## src/rtl/spi_fifo_pkg.sv

```systemverilog
package spi_fifo_pkg;

    localparam int ADDR_W = 6;
    localparam int DATA_W = 32;
    localparam int BYTE_W = 8;

    localparam logic [ADDR_W-1:0] OFS_RXDATA = 6'h00;
    localparam logic [ADDR_W-1:0] OFS_TXDATA = 6'h04;
    localparam logic [ADDR_W-1:0] OFS_CTRL   = 6'h08;
    localparam logic [ADDR_W-1:0] OFS_IEN    = 6'h0C;
    localparam logic [ADDR_W-1:0] OFS_ISTAT  = 6'h10;
    localparam logic [ADDR_W-1:0] OFS_LEVEL  = 6'h28;

    localparam int BIT_TX_FLUSH = 8;
    localparam int BIT_RX_FLUSH = 9;
    localparam int BIT_RX_HI    = 4;
    localparam int BIT_TX_LO    = 12;
    localparam int LVL_RX_LSB   = 0;
    localparam int LVL_TX_LSB   = 16;
    localparam int LVL_FIELD_W  = 7;

    typedef struct packed {
        logic rx_hi;
        logic tx_lo;
    } flag_pair_t;

endpackage

```

## src/rtl/sync_fifo.sv

```systemverilog
module sync_fifo #(
    parameter int DEPTH = 64,
    parameter int WIDTH = 8,
    localparam int PTR_W = $clog2(DEPTH),
    localparam int CNT_W = $clog2(DEPTH + 1)
) (
    input  logic             clk,
    input  logic             rst_n,
    input  logic             flush_i,
    input  logic             push_i,
    input  logic [WIDTH-1:0] wdata_i,
    input  logic             pop_i,
    output logic [WIDTH-1:0] rdata_o,
    output logic [CNT_W-1:0] count_o,
    output logic             full_o,
    output logic             empty_o
);

    typedef struct packed {
        logic [PTR_W-1:0] wr_ptr;
        logic [PTR_W-1:0] rd_ptr;
        logic [CNT_W-1:0] count;
    } fifo_state_t;

    fifo_state_t s_d, s_q;
    logic [WIDTH-1:0] mem_q [DEPTH];
    logic do_push, do_pop;

    function automatic logic [PTR_W-1:0] ptr_next(input logic [PTR_W-1:0] p);
        return (p == PTR_W'(DEPTH - 1)) ? '0 : p + 1'b1;
    endfunction

    always_comb begin
        do_push = push_i && (s_q.count != CNT_W'(DEPTH));
        do_pop  = pop_i && (s_q.count != '0);
        s_d     = s_q;
        if (flush_i) begin
            s_d = '0;
        end else begin
            if (do_push) s_d.wr_ptr = ptr_next(s_q.wr_ptr);
            if (do_pop)  s_d.rd_ptr = ptr_next(s_q.rd_ptr);
            s_d.count = s_q.count + CNT_W'(do_push) - CNT_W'(do_pop);
        end
    end

    always_ff @(posedge clk or negedge rst_n) begin
        if (!rst_n) s_q <= '0;
        else        s_q <= s_d;
    end

    always_ff @(posedge clk) begin
        if (!flush_i && do_push) mem_q[s_q.wr_ptr] <= wdata_i;
    end

    assign count_o = s_q.count;
    assign full_o  = (s_q.count == CNT_W'(DEPTH));
    assign empty_o = (s_q.count == '0);
    assign rdata_o = empty_o ? '0 : mem_q[s_q.rd_ptr];

    p_level_bound_r1: assert property (@(posedge clk) disable iff (!rst_n)
        count_o <= CNT_W'(DEPTH));

    p_full_push_ignored_r1: assert property (@(posedge clk) disable iff (!rst_n)
        (full_o && push_i && !pop_i && !flush_i) |=> $stable(count_o));

    p_flush_empties_r5: assert property (@(posedge clk) disable iff (!rst_n)
        flush_i |=> empty_o);

    p_empty_pop_ignored_r10: assert property (@(posedge clk) disable iff (!rst_n)
        (empty_o && pop_i && !push_i && !flush_i) |=> empty_o);

endmodule

```

## src/rtl/level_flags.sv

```systemverilog
module level_flags
    import spi_fifo_pkg::*;
#(
    parameter int DEPTH = 64,
    localparam int CNT_W = $clog2(DEPTH + 1),
    localparam int RX_HI = (DEPTH * 3) / 4,
    localparam int TX_LO = DEPTH / 4
) (
    input  logic             clk,
    input  logic             rst_n,
    input  logic [CNT_W-1:0] rx_count_i,
    input  logic [CNT_W-1:0] tx_count_i,
    input  flag_pair_t       clr_i,
    input  logic             en_we_i,
    input  flag_pair_t       en_wdata_i,
    output flag_pair_t       stat_o,
    output flag_pair_t       en_o,
    output logic             irq_o
);

    typedef struct packed {
        flag_pair_t stat;
        flag_pair_t en;
    } flag_state_t;

    flag_state_t f_d, f_q;
    logic rx_cond, tx_cond;

    always_comb begin
        rx_cond = (rx_count_i >= CNT_W'(RX_HI));
        tx_cond = (tx_count_i <= CNT_W'(TX_LO));
        f_d = f_q;
        f_d.stat.rx_hi = clr_i.rx_hi ? 1'b0 : (f_q.stat.rx_hi | rx_cond);
        f_d.stat.tx_lo = clr_i.tx_lo ? 1'b0 : (f_q.stat.tx_lo | tx_cond);
        if (en_we_i) f_d.en = en_wdata_i;
    end

    always_ff @(posedge clk or negedge rst_n) begin
        if (!rst_n) f_q <= '0;
        else        f_q <= f_d;
    end

    assign stat_o = f_q.stat;
    assign en_o   = f_q.en;
    assign irq_o  = (f_q.stat.rx_hi & f_q.en.rx_hi) | (f_q.stat.tx_lo & f_q.en.tx_lo);

    p_rx_sets_r6: assert property (@(posedge clk) disable iff (!rst_n)
        ((rx_count_i >= CNT_W'(RX_HI)) && !clr_i.rx_hi) |=> stat_o.rx_hi);

    p_tx_sets_r7: assert property (@(posedge clk) disable iff (!rst_n)
        ((tx_count_i <= CNT_W'(TX_LO)) && !clr_i.tx_lo) |=> stat_o.tx_lo);

    p_clear_rx_r8: assert property (@(posedge clk) disable iff (!rst_n)
        clr_i.rx_hi |=> !stat_o.rx_hi);

    p_clear_tx_r8: assert property (@(posedge clk) disable iff (!rst_n)
        clr_i.tx_lo |=> !stat_o.tx_lo);

    p_sticky_r6: assert property (@(posedge clk) disable iff (!rst_n)
        (stat_o.rx_hi && !clr_i.rx_hi) |=> stat_o.rx_hi);

    p_irq_quiet_r9: assert property (@(posedge clk) disable iff (!rst_n)
        (!en_o.rx_hi && !en_o.tx_lo) |-> !irq_o);

endmodule

```

## src/rtl/spi_fifo_pair.sv

```systemverilog
module spi_fifo_pair
    import spi_fifo_pkg::*;
#(
    parameter int DEPTH = 64,
    localparam int CNT_W = $clog2(DEPTH + 1)
) (
    input  logic              clk,
    input  logic              rst_n,
    input  logic              bus_wr,
    input  logic              bus_rd,
    input  logic [ADDR_W-1:0] bus_addr,
    input  logic [DATA_W-1:0] bus_wdata,
    output logic [DATA_W-1:0] bus_rdata,
    input  logic              tx_pop,
    output logic              tx_avail,
    output logic [BYTE_W-1:0] tx_byte,
    input  logic              rx_push,
    input  logic [BYTE_W-1:0] rx_byte,
    output logic              rx_space,
    output logic              irq
);

    logic wr_tx_d, wr_ctl_d, wr_ien_d, wr_ist_d, rd_rx_d;
    logic tx_flush_d, rx_flush_d;
    flag_pair_t clr_d, en_wdata_d, stat_q, en_q;
    logic [BYTE_W-1:0] rx_head_q;
    logic [CNT_W-1:0]  tx_cnt_q, rx_cnt_q;
    logic tx_full_q, tx_empty_q, rx_full_q, rx_empty_q;

    always_comb begin
        wr_tx_d    = bus_wr && (bus_addr == OFS_TXDATA);
        wr_ctl_d   = bus_wr && (bus_addr == OFS_CTRL);
        wr_ien_d   = bus_wr && (bus_addr == OFS_IEN);
        wr_ist_d   = bus_wr && (bus_addr == OFS_ISTAT);
        rd_rx_d    = bus_rd && (bus_addr == OFS_RXDATA);
        tx_flush_d = wr_ctl_d && bus_wdata[BIT_TX_FLUSH];
        rx_flush_d = wr_ctl_d && bus_wdata[BIT_RX_FLUSH];
        clr_d.rx_hi      = wr_ist_d && bus_wdata[BIT_RX_HI];
        clr_d.tx_lo      = wr_ist_d && bus_wdata[BIT_TX_LO];
        en_wdata_d.rx_hi = bus_wdata[BIT_RX_HI];
        en_wdata_d.tx_lo = bus_wdata[BIT_TX_LO];
    end

    sync_fifo #(.DEPTH(DEPTH), .WIDTH(BYTE_W)) u_tx_fifo (
        .clk     (clk),
        .rst_n   (rst_n),
        .flush_i (tx_flush_d),
        .push_i  (wr_tx_d),
        .wdata_i (bus_wdata[BYTE_W-1:0]),
        .pop_i   (tx_pop),
        .rdata_o (tx_byte),
        .count_o (tx_cnt_q),
        .full_o  (tx_full_q),
        .empty_o (tx_empty_q)
    );

    sync_fifo #(.DEPTH(DEPTH), .WIDTH(BYTE_W)) u_rx_fifo (
        .clk     (clk),
        .rst_n   (rst_n),
        .flush_i (rx_flush_d),
        .push_i  (rx_push),
        .wdata_i (rx_byte),
        .pop_i   (rd_rx_d),
        .rdata_o (rx_head_q),
        .count_o (rx_cnt_q),
        .full_o  (rx_full_q),
        .empty_o (rx_empty_q)
    );

    level_flags #(.DEPTH(DEPTH)) u_flags (
        .clk        (clk),
        .rst_n      (rst_n),
        .rx_count_i (rx_cnt_q),
        .tx_count_i (tx_cnt_q),
        .clr_i      (clr_d),
        .en_we_i    (wr_ien_d),
        .en_wdata_i (en_wdata_d),
        .stat_o     (stat_q),
        .en_o       (en_q),
        .irq_o      (irq)
    );

    assign tx_avail = !tx_empty_q;
    assign rx_space = !rx_full_q;

    always_comb begin
        bus_rdata = '0;
        case (bus_addr)
            OFS_RXDATA: bus_rdata[BYTE_W-1:0] = rx_head_q;
            OFS_IEN: begin
                bus_rdata[BIT_RX_HI] = en_q.rx_hi;
                bus_rdata[BIT_TX_LO] = en_q.tx_lo;
            end
            OFS_ISTAT: begin
                bus_rdata[BIT_RX_HI] = stat_q.rx_hi;
                bus_rdata[BIT_TX_LO] = stat_q.tx_lo;
            end
            OFS_LEVEL: begin
                bus_rdata[LVL_RX_LSB +: LVL_FIELD_W] = LVL_FIELD_W'(rx_cnt_q);
                bus_rdata[LVL_TX_LSB +: LVL_FIELD_W] = LVL_FIELD_W'(tx_cnt_q);
            end
            default: bus_rdata = '0;
        endcase
    end

    p_avail_matches_r2: assert property (@(posedge clk) disable iff (!rst_n)
        (tx_pop && !tx_full_q && !wr_tx_d && !tx_flush_d && tx_cnt_q == CNT_W'(1)) |=> !tx_avail);

    p_empty_read_zero_r3: assert property (@(posedge clk) disable iff (!rst_n)
        (rd_rx_d && rx_empty_q) |-> (bus_rdata == '0));

    p_rx_full_blocks_r10: assert property (@(posedge clk) disable iff (!rst_n)
        (rx_push && !rx_space && !rd_rx_d && !rx_flush_d) |=> !rx_space);

endmodule

```

## config.mk

```make
export PLATFORM = sky130hd
export DESIGN_NAME = spi_fifo_pair
export DESIGN_NICKNAME = d
export VERILOG_FILES = /design/src/rtl/spi_fifo_pkg.sv /design/src/rtl/sync_fifo.sv /design/src/rtl/level_flags.sv /design/src/rtl/spi_fifo_pair.sv
export SDC_FILE = /design/constraint.sdc
export NUM_CORES = 1
export LEC_CHECK = 0
export BUFFER_PORTS_ARGS = -buffer_cell sky130_fd_sc_hd__buf_2
export CELL_PAD_IN_SITES_DETAIL_PLACEMENT = 1
export CELL_PAD_IN_SITES_GLOBAL_PLACEMENT = 2
export CORE_MARGIN = 3
export CORE_UTILIZATION = 51
export CTS_BUF_LIST = sky130_fd_sc_hd__clkbuf_4
export DETAILED_ROUTE_END_ITERATION = 16
export PLACE_DENSITY = 0.81
export SLEW_MARGIN = 0
export SYNTH_ARGS = -nofsm -noshare
export SYNTH_HDL_FRONTEND = slang
export SYNTH_SLANG_ARGS = --single-unit
```

## constraint.sdc

```tcl
create_clock -name clk -period 3.95 [get_ports clk]
set_input_delay 0.395 -clock clk [delete_from_list [all_inputs] [get_ports clk]]
set_output_delay 0.395 -clock clk [all_outputs]
set_load 0.005 [all_outputs]
```

# ---- Word level (Yosys, flattened, before mapping)
# Memories as Yosys holds them, arrays and structs flattened.
# Cells that the tools add are included.
dict set report totals {
  register_bits 42
  latch_bits 0
  ramBits 1024
  mem_bits_ro 0
  output_inout_bits 43
  memories 2
}
dict set report op_classes {
  addsub 8
  multipliers 0
  div 0
  n_lt_le_gt_ge 2
  n_eq_ne 12
  shift 0
  muxes 24
  n_bitwise 5
  n_reduce_logical 28
}
# memory words word_bits read_ports rd_ports_with_merged_regs wr line_no
set mem_list {}
lappend mem_list {u_rx_fifo.mem_q 64 8 1 0 1 sync_fifo.sv:26} ;# logic [WIDTH-1:0] mem_q [DEPTH];
lappend mem_list {u_tx_fifo.mem_q 64 8 1 0 1 sync_fifo.sv:26}
# op count
set op_table {}
lappend op_table {{$mux 6} 8}
lappend op_table {{$mux 19} 2}
lappend op_table {{$eq 6x6->1 const B} 5}
lappend op_table {{$add 6x1->6 const B} 4}
lappend op_table {{$mux 8} 2}
lappend op_table {{$logic_and 1x1->1} 15}
lappend op_table {{$add 7x1->7} 2}
lappend op_table {{$logic_not 7->1} 2}
lappend op_table {{$ne 7x7->1 const B} 2}
lappend op_table {{$reduce_bool 7->1} 2}
lappend op_table {{$sub 7x1->7} 2}
lappend op_table {{$eq 6x4->1 const B} 2}
lappend op_table {{$pmux 4 s2} 1}
lappend op_table {{$reduce_bool 2->1} 4}
lappend op_table {{$eq 7x7->1 const B} 1}
lappend op_table {{$ge 7x6->1 const B} 1}
lappend op_table {{$le 7x5->1 const B} 1}
lappend op_table {{$mux 1} 7}
lappend op_table {{$mux 7} 1}
lappend op_table {{$eq 6x3->1 const B} 1}
lappend op_table {{$eq 6x5->1 const B} 1}
lappend op_table {{$logic_not 6->1} 1}
lappend op_table {{$logic_not 1->1} 4}
lappend op_table {{$pmux 1 s4} 1}
lappend op_table {{4 further kinds} 7}

# ---- Depth between registers and ports, before layout
dict set report logic_depth {
  ltp_word 7
  depth_mapped 17
  ltp_nobuf 16
}

# ---- Modules after synthesis
# A second synthesis with hierarchy kept.
dict set report hier_totals {
  cells_unflattened 2197
  area_unflattened_um2 43001.2
}
# mod instances cells_per_inst area_per_inst_um2 seq_area_each_um2
set modules_own_cells {}
lappend modules_own_cells {{sync_fifo (u_rx_fifo)} 1 1059 21245.4 15850.2}
lappend modules_own_cells {{sync_fifo (u_tx_fifo)} 1 1066 21117.8 15850.2}
lappend modules_own_cells {spi_fifo_pair 1 59 465.4 0.0}
lappend modules_own_cells {level_flags 1 13 172.7 100.1}

# ---- Worst setup path before layout
# No wires, ideal clock.
dict set report synth_path {
  kind {input port to flip-flop}
  from {input port bus_addr[2]}
  to {register u_rx_fifo.s_q, in the netlist u_rx_fifo.count_o[6]}
  t_arrival_ns 3.182
  required_time_ns 3.818
  slack_ns 0.636
  cell_stages 15
  path_cell_list {or4_4 > a2111o_1 > or2_1 > clkbuf_2 > inv_1 > ha_1 > inv_1 > ha_1 > fa_1 > a21oi_1 > o21bai_1 > a21oi_1 > o21bai_1 > xnor2_1 > nor2_1}
}
# element line_no
set synth_rtl {}
lappend synth_rtl {{start, declared} spi_fifo_pair.sv:11} ;# input logic [ADDR_W-1:0] bus_addr,
lappend synth_rtl {{end signal, assigned} sync_fifo.sv:47} ;# if (!rst_n) s_q <= '0;
lappend synth_rtl {{end signal, assigned} sync_fifo.sv:48} ;# else s_q <= s_d;
lappend synth_rtl {{end, declared} sync_fifo.sv:25} ;# fifo_state_t s_d, s_q;

# ---- Worst setup path in the final report
dict set report layout_path {
  from {register u_rx_fifo.s_q[7] (netlist name)}
  to {output port bus_rdata[4]}
}
dict set report layout_via {
  elab_chain_len 3
}
# element line_no
set layout_rtl {}
lappend layout_rtl {{$mem_v2 64x8} n/a}
lappend layout_rtl {{$mux 8} sync_fifo.sv:58} ;# assign rdata_o = empty_o ? '0 : mem_q[s_q.rd_ptr];
lappend layout_rtl {{$pmux 1 s4} spi_fifo_pair.sv:88} ;# case (bus_addr)
lappend layout_rtl {{end, declared} spi_fifo_pair.sv:13} ;# output logic [DATA_W-1:0] bus_rdata,
# No other way between the ends.

==> impl_results.md <==
* Run status: complete, but fails checks
* Failing checks: negative setup slack
* FF+latch area at ~0.032 mm2
* Min-delay worst type: primary input to flip-flop
* Clock buffer depth at 4
* Overall power consumption at about 28 mW
* Slowest cell on crit path: dfrtp_4
* Slew HR at 0.0832
* Setup crit end kind: output pin
* Post-synth EDFFs at slightly above 1000
* GP Congestion at 0.788
* Hold Fails Final Rpt at 0
* Fmax at 244 MHz
* Number of synthesized register bits at ~1100
* Final Max Slew Viols at 0
* Ports at 95
* Layout area overhead at 17.4%
* Max Cap Viol at 0
* Asr flop ratio synth at 0.0394
* Peak VDD IR at between 300 and 400 uV
* Placed cell area at about 0.045 mm2
* DR vias/cell at 5.99
* First-pass GRT wire length at 162 mm
* Vias in the first global route at 24979
* Iteration-0 DRC Markers at roughly 2300
* H-tree level count at 5
* Worst path max stage delay at ~0.50 ns
* Pre-CTS setup slack at ~0.38 ns
* PwrDens at around 570 mW/mm2
* Crit path required time at 3.56 ns
* R2R setup slack at -0.07 ns
* Routed vias at approximately 23000
* CP most frequent cell: buf_12
* Register area share after synthesis at 0.750
* Final setup violation count at 12
* Total iterations of the first detailed-routing run at 5
* P_leak at around 16 nW
* Share of layout cells above drive strength 1 at 0.372
* DP HPWL at around 62 mm
* Final WL at 109 mm
* Area occupied by multi-input gates at roughly 0.010 mm2
* CTS tree: done
* RSZ-0062 raised after global routing: true
* Setup TNS at -0.994 ns
* Initial antenna violation count at 2
* Largest net degree at the start of global routing at 67
* Grt total ovfl at 0
* Die W at ~290 um
* Final Skew at ~0.093 ns
* Antenna Nets Post-Route at 0
* Die ar. at a little under 0.09 mm2
* Mapped Cells at between 2000 and 2500
* Count of cell types in the netlist at between 50 and 60
* Critical path launch point type: flip-flop
* CTS Sinks at around 1100
* Final-layout fill cell count at between 7000 and 8000
* CTS root buffer: clkbuf_4
* IO Port Bufs at 57
* Critical Path Fanout Max at 11
* DRC violations left at 0
* Row count at 105
* Core area at 0.0822 mm2
* Final worst-path cycle share at 1.04
* Worst-Skew Late Latency at roughly 1.2 ns
* Crit path time final at about 4 ns
* Fin area at ~0.05 mm2
* Setup WS post-layout at -0.153 ns
* Measured slew at the worst slew-check pin at 1.38 ns
* Crit path arrival time at between 3 and 4 ns
* Die Ht at around 290 um
* YS warnings at 0
* WL/cell at roughly 29 um
* Worst path cell trace: buf_12 > buf_12 > buf_12 > buf_16 > nor2b_4 > a22oi_1 > nand3_1 > nand4_1 > a2111oi_4 > buf_4 > o21ai_2 > buf_2
* Dominant synthesized flop cell: edfxtp_1
* Clk pin slew, worst setup/hold paths at around 0.06 ns
* Nets at roughly 2600
* Critical path class: flip-flop to output pin
* GR Util All Layers at 0.256
* Synth Cell Area at between 0.04 and 0.05 mm2
* Starting Density at 0.516
* Synth Area per Inst at ~20 um2
* CTS buffer count at between 200 and 300
## through the flow
step	util	cells	hold WS, ns
after floorplan	-	2102	0.0994
after global placement	0.543	3234	0.481
after detailed placement	0.543	3234	0.492
after CTS	0.601	3778	0.00848
after global routing	0.605	3792	0.0989
final	0.605	3796	0.116
## cell type report
type                            count  area share
Sequential cell                  1066       0.639
Multi-Input combinational cell    886       0.209
Clock buffer                      399      0.0602
Timing Repair Buffer              272      0.0547
Tap cell                         1070      0.0269
Clock inverter                     69     0.00701
Inverter                           27     0.00204
Antenna cell                        7    0.000352
## final timing paths
| path | start | to | cells after the start |
|---|---|---|---|
| max in group asynchronous | rst_n | u_rx_fifo.count_o[4] | 4 |
| worst min register to register | u_rx_fifo.s_q[18] | u_rx_fifo.s_q[18] | 1 |
| worst max-delay path | u_rx_fifo.s_q[7] | bus_rdata[4] | 12 |
| worst max register to register | u_rx_fifo.count_o[2] | u_rx_fifo.count_o[6] | 17 |
| worst min-delay path | bus_wdata[0] | u_tx_fifo.mem_q[40][0] | 1 |
| min in group asynchronous | rst_n | u_rx_fifo.s_q[8] | 4 |
## critical path: cells and delay by family (launching register included)
kind	cells	cell delay, ns
AOI/OAI and AO/OA	3	0.56
buffers and inverters	6	0.90
and+or+nand+nor	3	0.58
DFF	1	0.50
## registers in the layout, summed over array words and instances, names as in the netlist
name               flops
u_flags.en_o           2
u_flags.stat_o         2
u_rx_fifo.count_o      7
u_rx_fifo.mem_q      512
u_rx_fifo.s_q         12
u_tx_fifo.count_o      7
u_tx_fifo.mem_q      512
u_tx_fifo.s_q         12
## cell families (layout without fill, tap and decap cells)
logic type | count (synthesis) | count (layout) | share of synthesized area
multiplexers | 333 | 333 | 0.164
XOR/XNOR | 16 | 16 | 0.00330
buffers and inverters | 150 | 767 | 0.0154
adder cells (fa/ha/maj) | 28 | 28 | 0.00862
flip-flops | 1066 | 1066 | 0.750
other | 1 | 23 | 0.0000884
AO/OA/AOI/OAI | 104 | 104 | 0.0160
AND/OR/NAND/NOR | 389 | 389 | 0.0430
## Yosys cell counts (all sizes together), types with 5 or more instances
library cell | number | area [um2]
o211ai | 6 | 45.0
dfrtp | 42 | 1050
xnor2 | 12 | 105
nor2 | 179 | 672
mux2i | 42 | 420
mux4 | 288 | 6490
nand4 | 25 | 156
o21ai | 14 | 70.1
nand2 | 66 | 248
a22o | 5 | 43.8
clkbuf | 65 | 249
inv | 27 | 101
and2 | 11 | 68.8
ha | 26 | 325
nor2b | 9 | 56.3
nor3 | 7 | 35.0
a211oi | 5 | 37.5
o21bai | 6 | 45.0
nand2b | 28 | 175
nand3b | 8 | 60.1
o22ai | 13 | 81.3
nand3 | 32 | 160
buf | 58 | 304
a22oi | 12 | 90.1
edfxtp | 1024 | 30700
a21oi | 26 | 130
## layer usage
metal | wire length (um) | global-route usage
met1 | 42700 | 0.327
met2 | 56500 | 0.437
met4 | 4030 | 0.112
met3 | 5550 | 0.0446
met5 | 0 | 0
## repair_timing
item                                    CTS  global route
resized for setup                        94            33
cloned                                   15             3
pin swaps                                24            17
setup buffers                            25            10
endpoints found under the hold margin   448             0
hold buffers                             37             0
endpoints found under the setup margin   16            19
## where the power goes
group | total [mW] | switching, mW | internal (mW)
clock | 9.25 | 4.42 | 4.83
sequential | 13.1 | 0.367 | 12.7
combinational | 6.14 | 3.22 | 2.93
## layout by cell type (no fill, tap or decap), drive strengths merged, types with 36 or more instances in the layout
cell         netlist  layout
buf               58     230
clkbuf            65     402
clkinv             0      61
dfrtp             42      42
dlygate4sd3        0      36
edfxtp          1024    1024
mux2i             42      42
mux4             288     288
nand2             66      66
nor2             179     179
No activity file was read; power rests on OpenSTA's default activity.
